## src/rtl/fevq_pkg.sv

```systemverilog
package fevq_pkg;
  localparam logic [31:0] VIRT_FLAG = 32'h8000_0000;

  localparam logic [15:0] EV_RES_TO_STBY  = 16'h0302;
  localparam logic [15:0] EV_TO_CFG       = 16'h0301;
  localparam logic [15:0] EV_CFG_TO_STBRS = 16'h0304;
  localparam logic [15:0] EV_STBY_TO_RES  = 16'h0308;

  localparam logic [1:0] RC_DONE  = 2'd0;
  localparam logic [1:0] RC_NOOP  = 2'd1;
  localparam logic [1:0] RC_BADID = 2'd2;

  typedef enum logic [1:0] {
    CLS_NONE  = 2'd0,
    CLS_ERR   = 2'd1,
    CLS_AVAIL = 2'd2
  } ev_class_e;

  typedef struct packed {
    ev_class_e   cls;
    logic [31:0] fid;
    logic [31:0] fh;
    logic [15:0] code;
    logic [63:0] addr;
    logic [31:0] qual;
  } ev_rec_t;
endpackage

```

## src/rtl/fevq_fifo.sv

```systemverilog
module fevq_fifo
  import fevq_pkg::*;
#(
  parameter int DEPTH = 8,
  localparam int PW = (DEPTH > 1) ? $clog2(DEPTH) : 1,
  localparam int CW = $clog2(DEPTH + 1)
) (
  input  logic    clk,
  input  logic    rst_n,
  input  logic    push_i,
  input  ev_rec_t rec_i,
  input  logic    pop_i,
  output logic    full_o,
  output logic    empty_o,
  output ev_rec_t head_o
);
  ev_rec_t       mem [DEPTH];
  logic [PW-1:0] wp, rp;
  logic [CW-1:0] count;

  function automatic logic [PW-1:0] bump(input logic [PW-1:0] p);
    return (p == PW'(DEPTH - 1)) ? '0 : p + 1'b1;
  endfunction

  assign full_o  = (count == CW'(DEPTH));
  assign empty_o = (count == '0);
  assign head_o  = mem[rp];

  always_ff @(posedge clk) begin
    if (push_i) mem[wp] <= rec_i;
  end

  always_ff @(posedge clk or negedge rst_n) begin
    if (!rst_n) begin
      wp    <= '0;
      rp    <= '0;
      count <= '0;
    end else begin
      if (push_i) wp <= bump(wp);
      if (pop_i)  rp <= bump(rp);
      if (push_i && !pop_i)      count <= count + 1'b1;
      else if (pop_i && !push_i) count <= count - 1'b1;
    end
  end


  push_class_chk: assert property (@(posedge clk) disable iff (!rst_n)
    push_i |-> (rec_i.cls == CLS_ERR || rec_i.cls == CLS_AVAIL));


  no_overflow_chk: assert property (@(posedge clk) disable iff (!rst_n)
    full_o |-> !(push_i && !pop_i));


  pushpop_count_chk: assert property (@(posedge clk) disable iff (!rst_n)
    (push_i && pop_i) |=> $stable(count));
endmodule

```

## src/rtl/fevq_slots.sv

```systemverilog
module fevq_slots
  import fevq_pkg::*;
#(
  parameter int SLOTS = 4,
  localparam int SLOT_W = (SLOTS > 1) ? $clog2(SLOTS) : 1
) (
  input  logic              clk,
  input  logic              rst_n,
  input  logic              hp_valid_i,
  output logic              hp_ready_o,
  input  logic              hp_attach_i,
  input  logic              hp_hot_i,
  input  logic [SLOT_W-1:0] hp_slot_i,
  input  logic              cfg_valid_i,
  input  logic              cfg_on_i,
  input  logic [31:0]       cfg_fid_i,
  output logic              cfg_done_o,
  output logic [1:0]        cfg_rc_o,
  output logic              ev_valid_o,
  output ev_rec_t           ev_o
);
  logic [31:0] fh_q  [SLOTS];
  logic [31:0] fid_q [SLOTS];
  logic        cfgd_q[SLOTS];

  logic              q0_v, q1_v;
  logic [15:0]       q0_code, q1_code;
  logic [31:0]       s_fh, s_fid;
  logic              hit;
  logic [SLOT_W-1:0] hit_idx;
  logic [1:0]        rc;
  logic              accept;
  logic [31:0]       new_id;

  assign hp_ready_o = !q0_v;
  assign accept     = hp_valid_i && hp_ready_o;
  assign new_id     = 32'(hp_slot_i);

  always_comb begin
    hit     = 1'b0;
    hit_idx = '0;
    for (int i = SLOTS - 1; i >= 0; i--) begin
      if (fh_q[i] != '0 && fid_q[i] == cfg_fid_i) begin
        hit     = 1'b1;
        hit_idx = SLOT_W'(i);
      end
    end
    if (!hit)                          rc = RC_BADID;
    else if (cfgd_q[hit_idx] == cfg_on_i) rc = RC_NOOP;
    else                               rc = RC_DONE;
  end

  always_ff @(posedge clk or negedge rst_n) begin
    if (!rst_n) begin
      for (int i = 0; i < SLOTS; i++) begin
        fh_q[i]   <= '0;
        fid_q[i]  <= '0;
        cfgd_q[i] <= 1'b0;
      end
      q0_v <= 1'b0; q1_v <= 1'b0;
      q0_code <= '0; q1_code <= '0;
      s_fh <= '0; s_fid <= '0;
      cfg_done_o <= 1'b0;
      cfg_rc_o   <= RC_DONE;
    end else begin
      cfg_done_o <= cfg_valid_i;
      if (cfg_valid_i) cfg_rc_o <= rc;
      if (cfg_valid_i && rc == RC_DONE) cfgd_q[hit_idx] <= cfg_on_i;
      if (accept) begin
        if (hp_attach_i) begin
          fh_q[hp_slot_i]   <= new_id | VIRT_FLAG;
          fid_q[hp_slot_i]  <= new_id;
          cfgd_q[hp_slot_i] <= 1'b1;
          s_fh    <= new_id | VIRT_FLAG;
          s_fid   <= new_id;
          q0_v    <= hp_hot_i;
          q1_v    <= hp_hot_i;
          q0_code <= EV_RES_TO_STBY;
          q1_code <= EV_TO_CFG;
        end else begin
          s_fh  <= fh_q[hp_slot_i];
          s_fid <= fid_q[hp_slot_i];
          fh_q[hp_slot_i]   <= '0;
          fid_q[hp_slot_i]  <= '0;
          cfgd_q[hp_slot_i] <= 1'b0;
          q0_v    <= 1'b1;
          q1_v    <= cfgd_q[hp_slot_i];
          q0_code <= cfgd_q[hp_slot_i] ? EV_CFG_TO_STBRS : EV_STBY_TO_RES;
          q1_code <= EV_STBY_TO_RES;
        end
      end else if (q0_v) begin
        q0_v    <= q1_v;
        q0_code <= q1_code;
        q1_v    <= 1'b0;
      end
    end
  end

  assign ev_valid_o = q0_v;
  always_comb begin
    ev_o      = '0;
    ev_o.cls  = CLS_AVAIL;
    ev_o.fid  = s_fid;
    ev_o.fh   = s_fh;
    ev_o.code = q0_code;
  end


  hot_plug_first_chk: assert property (@(posedge clk) disable iff (!rst_n)
    (accept && hp_attach_i && hp_hot_i) |=> (ev_valid_o && ev_o.code == EV_RES_TO_STBY));


  cold_plug_quiet_chk: assert property (@(posedge clk) disable iff (!rst_n)
    (accept && hp_attach_i && !hp_hot_i) |=> !ev_valid_o);


  cfg_resp_chk: assert property (@(posedge clk) disable iff (!rst_n)
    cfg_valid_i |=> cfg_done_o);
endmodule

```

## src/rtl/fn_event_queue.sv

```systemverilog
module fn_event_queue
  import fevq_pkg::*;
#(
  parameter int DEPTH = 8,
  parameter int SLOTS = 4,
  localparam int SLOT_W = (SLOTS > 1) ? $clog2(SLOTS) : 1
) (
  input  logic              clk,
  input  logic              rst_n,
  input  logic              err_valid,
  output logic              err_ready,
  input  logic [31:0]       err_fh,
  input  logic [31:0]       err_fid,
  input  logic [15:0]       err_code,
  input  logic [63:0]       err_addr,
  input  logic [31:0]       err_qual,
  input  logic              hp_valid,
  output logic              hp_ready,
  input  logic              hp_attach,
  input  logic              hp_hot,
  input  logic [SLOT_W-1:0] hp_slot,
  input  logic              cfg_valid,
  input  logic              cfg_on,
  input  logic [31:0]       cfg_fid,
  output logic              cfg_done,
  output logic [1:0]        cfg_rc,
  input  logic              pop_req,
  output logic              rsp_rc,
  output logic [1:0]        rsp_class,
  output logic [31:0]       rsp_fid,
  output logic [31:0]       rsp_fh,
  output logic [15:0]       rsp_code,
  output logic [63:0]       rsp_addr,
  output logic [31:0]       rsp_qual,
  output logic              pending,
  output logic              notify,
  output logic              overflow,
  input  logic              ovf_clr
);
  logic    seq_v, full, empty, post, pop_eff, push_ok, drop;
  ev_rec_t seq_rec, err_rec, post_rec, head, rsp_q;

  fevq_slots #(.SLOTS(SLOTS)) u_slots (
    .clk(clk), .rst_n(rst_n),
    .hp_valid_i(hp_valid), .hp_ready_o(hp_ready), .hp_attach_i(hp_attach),
    .hp_hot_i(hp_hot), .hp_slot_i(hp_slot),
    .cfg_valid_i(cfg_valid), .cfg_on_i(cfg_on), .cfg_fid_i(cfg_fid),
    .cfg_done_o(cfg_done), .cfg_rc_o(cfg_rc),
    .ev_valid_o(seq_v), .ev_o(seq_rec)
  );

  always_comb begin
    err_rec      = '0;
    err_rec.cls  = CLS_ERR;
    err_rec.fid  = err_fid;
    err_rec.fh   = err_fh;
    err_rec.code = err_code;
    err_rec.addr = err_addr;
    err_rec.qual = err_qual;
  end

  assign err_ready = !seq_v;
  assign post      = seq_v || err_valid;
  assign post_rec  = seq_v ? seq_rec : err_rec;
  assign pop_eff   = pop_req && !empty;
  assign push_ok   = post && (!full || pop_eff);
  assign drop      = post && !push_ok;

  fevq_fifo #(.DEPTH(DEPTH)) u_fifo (
    .clk(clk), .rst_n(rst_n),
    .push_i(push_ok), .rec_i(post_rec), .pop_i(pop_eff),
    .full_o(full), .empty_o(empty), .head_o(head)
  );

  always_ff @(posedge clk or negedge rst_n) begin
    if (!rst_n) begin
      rsp_q    <= '0;
      rsp_rc   <= 1'b1;
      notify   <= 1'b0;
      overflow <= 1'b0;
    end else begin
      notify <= push_ok;
      if (drop)         overflow <= 1'b1;
      else if (ovf_clr) overflow <= 1'b0;
      if (pop_req) begin
        rsp_rc <= empty;
        if (!empty) rsp_q <= head;
      end
    end
  end

  assign pending   = !empty;
  assign rsp_class = rsp_q.cls;
  assign rsp_fid   = rsp_q.fid;
  assign rsp_fh    = rsp_q.fh;
  assign rsp_code  = rsp_q.code;
  assign rsp_addr  = rsp_q.addr;
  assign rsp_qual  = rsp_q.qual;


  empty_pop_chk: assert property (@(posedge clk) disable iff (!rst_n)
    (pop_req && !pending) |=> (rsp_rc && $stable(rsp_fid) && $stable(rsp_fh)
                               && $stable(rsp_code) && $stable(rsp_addr)));


  notify_chk: assert property (@(posedge clk) disable iff (!rst_n)
    (err_valid && err_ready && !full) |=> notify);


  sticky_ovf_chk: assert property (@(posedge clk) disable iff (!rst_n)
    (overflow && !ovf_clr) |=> overflow);


  err_block_chk: assert property (@(posedge clk) disable iff (!rst_n)
    !hp_ready |-> !err_ready);
endmodule

```

## config.mk

```make
export PLATFORM = sky130hd
export DESIGN_NAME = fn_event_queue
export DESIGN_NICKNAME = d
export VERILOG_FILES = /design/src/rtl/fevq_pkg.sv /design/src/rtl/fevq_fifo.sv /design/src/rtl/fevq_slots.sv /design/src/rtl/fn_event_queue.sv
export SDC_FILE = /design/constraint.sdc
export NUM_CORES = 2
export LEC_CHECK = 0
export ABC_AREA = 1
export BUFFER_PORTS_ARGS = -buffer_cell sky130_fd_sc_hd__buf_2
export CAP_MARGIN = 10
export CORE_MARGIN = 2
export CORE_UTILIZATION = 50
export CTS_BUF_LIST = sky130_fd_sc_hd__clkbuf_4
export DETAILED_ROUTE_END_ITERATION = 6
export PLACE_DENSITY = 0.7
export SLEW_MARGIN = 25
export SYNTH_ARGS = -nofsm -noshare
export SYNTH_HDL_FRONTEND = slang
export SYNTH_HIERARCHICAL = 1
export SYNTH_SLANG_ARGS = --single-unit
export TNS_END_PERCENT = 30
```

## constraint.sdc

```tcl
create_clock -name clk -period 9.05 [get_ports clk]
set_input_delay 0.905 -clock clk [delete_from_list [all_inputs] [get_ports clk]]
set_output_delay 0.905 -clock clk [all_outputs]
set_load 0.01 [all_outputs]
```

==> reports/metrics.yaml <==
floorplan:
  die_x_um: 422
  row_count: 153
  die_area_um2: 178000
  core-area_um2: 174000
  start_util_pct: 50.3
  fp.dieH_um: 422
  ios: 407
sta:
  hold_violations: 0
  holdWs_ns: 0.164
  relSlewSlack_pct: 18.6
  max_freq_mhz: 218
  rsz0062_at_grt: "no"
  setup_tns_ns: 0
  period_minus_slack_ns: 4.58
  fin_crit_sh_pct: 50.7
  worst_pin_slew_ns: 1.22
  setup_viol: 0
  skew_ns: 0.0850
  finalMaxSlewViolations: 0
yosys:
  ys_seq_area_share_pct: 63.9
  synthCells: 9715
  synth.distinct_cells: 44
  synth.top_cell.area_share_pct: 48.8
  syn_area_um2: 87600
  synthTopCellsByArea: "edfxtp_1, nand2_1, dfrtp_1"
  yosysWarnings: 6
  ys_ff_latch: 1952
  synth_area_leader_cell: "edfxtp_1"
  synth_area_per_cell_um2: 9.01
setup_path:
  crit_arrival_ns: 5.50
  critPathRequiredTime_ns: 9.97
  crit_path_start_kind: "flop"
  critPathKind: "flop to flop"
  slowest_delay_ns: 0.80
  critPathTopFamily: "buffers and inverters"
  crit_path_max_fanout: 122
  end_kind: "flop"
  cp_num_buf_inv: 3
  path_cells: "nor4_1 -> inv_2 -> nand2_8 -> a21oi_1 -> nand2_1 -> nor2_4 -> buf_4 -> buf_12"
  slowest_stage: "buf_4"
placed_design:
  io_buffers: 406
  routabilityCongestion: 0.928
  dp.cells: 12075
  hpwl_um: 138000
pwr:
  intPower_w: 0.0189
  power.total_w: 0.0305
  clkPwrFrac_pct: 25.8
  comb_power_share_pct: 32.8
  worst_ir_drop_vdd_mv: 0.234
  switching_share_pct: 37.9
  seq_power_share_pct: 41.5
  p_leak_nw: 46.5
  power_density_nw_per_um2: 309
  netSwitchingPower_w: 0.0115
drt:
  vias: 65056
  drc: 0
  dr.pass1.iters: 6
  ant_nets: 0
  wl_um: 236000
  vias_per_cell: 4.95
  drt_iter0_drc: 5965
  wl_per_cell_um: 17.9
global_route:
  overflow: 0
  grt_pass1_wl_um: 357000
  antenna_found_initial: 27
  grt_max_degree: 247
  first_global_vias: 62716
  track_usage_pct: 26.1
run:
  max_cap_viol_count: 0
clock_tree:
  postCtsSetupBuffers: 0
  clock_latency_ns: 1.34
  clockRootBuffer: "clkbuf_4"
  clkSinkCount: 1952
  cts_tree: "yes"
  cts_max_path_buffers: 4
  cts_inserted_buffers: 532
  h-tree-depth: 6
  clk_pin_slew_ns: 0.07
layout:
  nets: 10653
  layout-area-overhead-vs-synth_pct: 12.7
  instances_no_fill: 13135
  fin_util_pct: 56.7
  num-fill-cells: 14899
  drive_gt1_share_pct: 13.0
status:
  status: "complete, no violations"
worst_hold_path:
  worstHoldPathType: "input port to flop"
==> cell type report <==
cell class / count / area, µm² / share of cell area, %
multi-input combinational: 6229 / 24800 / 25.1
clock inverter: 94 / 579 / 0.587
clock buffer: 813 / 6100 / 6.18
inverter: 1093 / 4130 / 4.18
tap: 2325 / 2910 / 2.95
antenna: 12 / 30.0 / 0.0304
sequential: 1952 / 56000 / 56.7
timing repair buffer: 617 / 4160 / 4.21
==> per-layer routing <==
layer / up-vias / part of all wire [%] / routed length [µm] / track usage, %
li1: 31474 / - / - / -
met1: 30553 / 40 / 94200 / 33.4
met2: 2504 / 47 / 111000 / 41.8
met3: 515 / 7.6 / 18000 / 4.69
met4: 10 / 5.4 / 12800 / 15.6
met5: - / 0.031 / 72 / 0
==> power by group through the flow <==
stage | clock (W) | sequential [W] | combinational (W)
final | 0.00785 | 0.0126 | 0.00999
after global routing | 0.00849 | 0.0128 | 0.0112
after CTS | 0.00804 | 0.0126 | 0.00997
after detailed placement | 0 | 0.0128 | 0.00988
after global placement | 0 | 0.0128 | 0.00967
after floorplan | 0 | 0.0131 | 0.00689
==> cells in the mapped netlist, drive strengths merged <==
cell	n
nand2	3879
nor2	1856
edfxtp	1424
inv	1091
dfrtp	527
buf	435
clkbuf	112
o21ai	75
a221oi	60
o22ai	60
xnor2	43
nand4	41
nand3	25
xor2	21
a21oi	19
and2	10
ha	7
o211ai	6
nor4	4
o2111ai	4
clkinv	2
conb	2
nor3	2
o221ai	2
or2	2
a22o	1
a22oi	1
a31oi	1
dfstp	1
fa	1
o21a	1
==> through the flow <==
step	instance area [µm²]	worst slack, ns
2_1_floorplan	88000	-0.918
3_3_place_gp	90500	4.13
3_5_place_dp	90500	4.09
4_1_cts	98600	4.44
5_1_grt	98700	4.24
6_report	98700	4.47
==> what timing repair did <==
action                     4_1_cts  5_1_grt
hold buffers                   140        0
hold endpoints to repair       990        0
resized for setup                0        0
setup endpoints to repair        0        0
==> state kept, by name (all words and copies together), names as in the netlist, 3 cells and up <==
signal and flops:
u_slots/q0_code 5, u_slots/q1_code 3, u_slots/s_fh 32, rsp_fid 32
u_fifo/rp 3, u_fifo/count 4, rsp_code 16, u_slots/cfgd_q 4
rsp_qual 32, rsp_fh 32, u_fifo/wp 3, u_slots/fid_q 128
u_fifo/mem 1424, u_slots/fh_q 128, u_slots/s_fid 32, rsp_addr 64
==> placed cells by master (no fill, tap or decap), drive strengths merged <==
master / synthesis / routed
nand2: 3879 / 3879
nor2: 1856 / 1856
edfxtp: 1424 / 1424
inv: 1091 / 1100
clkbuf: 112 / 813
dfrtp: 527 / 527
buf: 435 / 478
dlygate4sd3: 0 / 139
conb: 2 / 108
clkinv: 2 / 79
o21ai: 75 / 75
o22ai: 60 / 60
a221oi: 60 / 60
xnor2: 43 / 43
nand4: 41 / 41
nand3: 25 / 25
xor2: 21 / 21
a21oi: 19 / 19
diode: 0 / 12
and2: 10 / 10
bufinv: 0 / 8
ha: 7 / 7
o211ai: 6 / 6
nor4: 4 / 4
o2111ai: 4 / 4
or2: 2 / 2
nor3: 2 / 2
o221ai: 2 / 2
dfstp: 1 / 1
fa: 1 / 1
a31oi: 1 / 1
a22o: 1 / 1
a22oi: 1 / 1
o21a: 1 / 1
==> cells by family (layout without fill, tap and decap cells) <==
kind of cell	Yosys count	in the layout	synth area share (%)
AO/OA/AOI/OAI	230	230	1.74
AND/OR/NAND/NOR	5819	5819	25.2
other	2	120	0.00858
XOR/XNOR	64	64	0.666
buffers and inverters	1640	2617	8.35
adder cells (fa/ha/maj)	8	8	0.123
flip-flops	1952	1952	63.9
==> worst reg2reg max path: stages, from the launching register on <==
cell and delay, ns:
dfrtp_1 0.45, nor4_1 0.11, inv_2 0.11, nand2_8 0.41, a21oi_1 0.79, nand2_1 0.40
nor2_4 0.19, buf_4 0.80, buf_12 0.74
==> final timing paths <==
| path | startpoint | endpoint | slack, ns | cells after the start |
|---|---|---|---|---|
| setup / recovery | u_fifo/count[0] | u_fifo/mem[4][51] | 4.47 | 8 |
| setup reg to reg | u_fifo/count[0] | u_fifo/mem[4][51] | 4.47 | 8 |
| min in group asynchronous | rst_n | rsp_addr[38] | 0.61 | 3 |
| hold reg to reg | u_slots/q1_code[8] | u_slots/q1_code[8] | 0.46 | 2 |
| hold / removal | err_addr[26] | u_fifo/mem[6][58] | 0.16 | 3 |
| max in group asynchronous | rst_n | rsp_qual[3] | 6.31 | 5 |
Power figures use the tool's default switching activity.
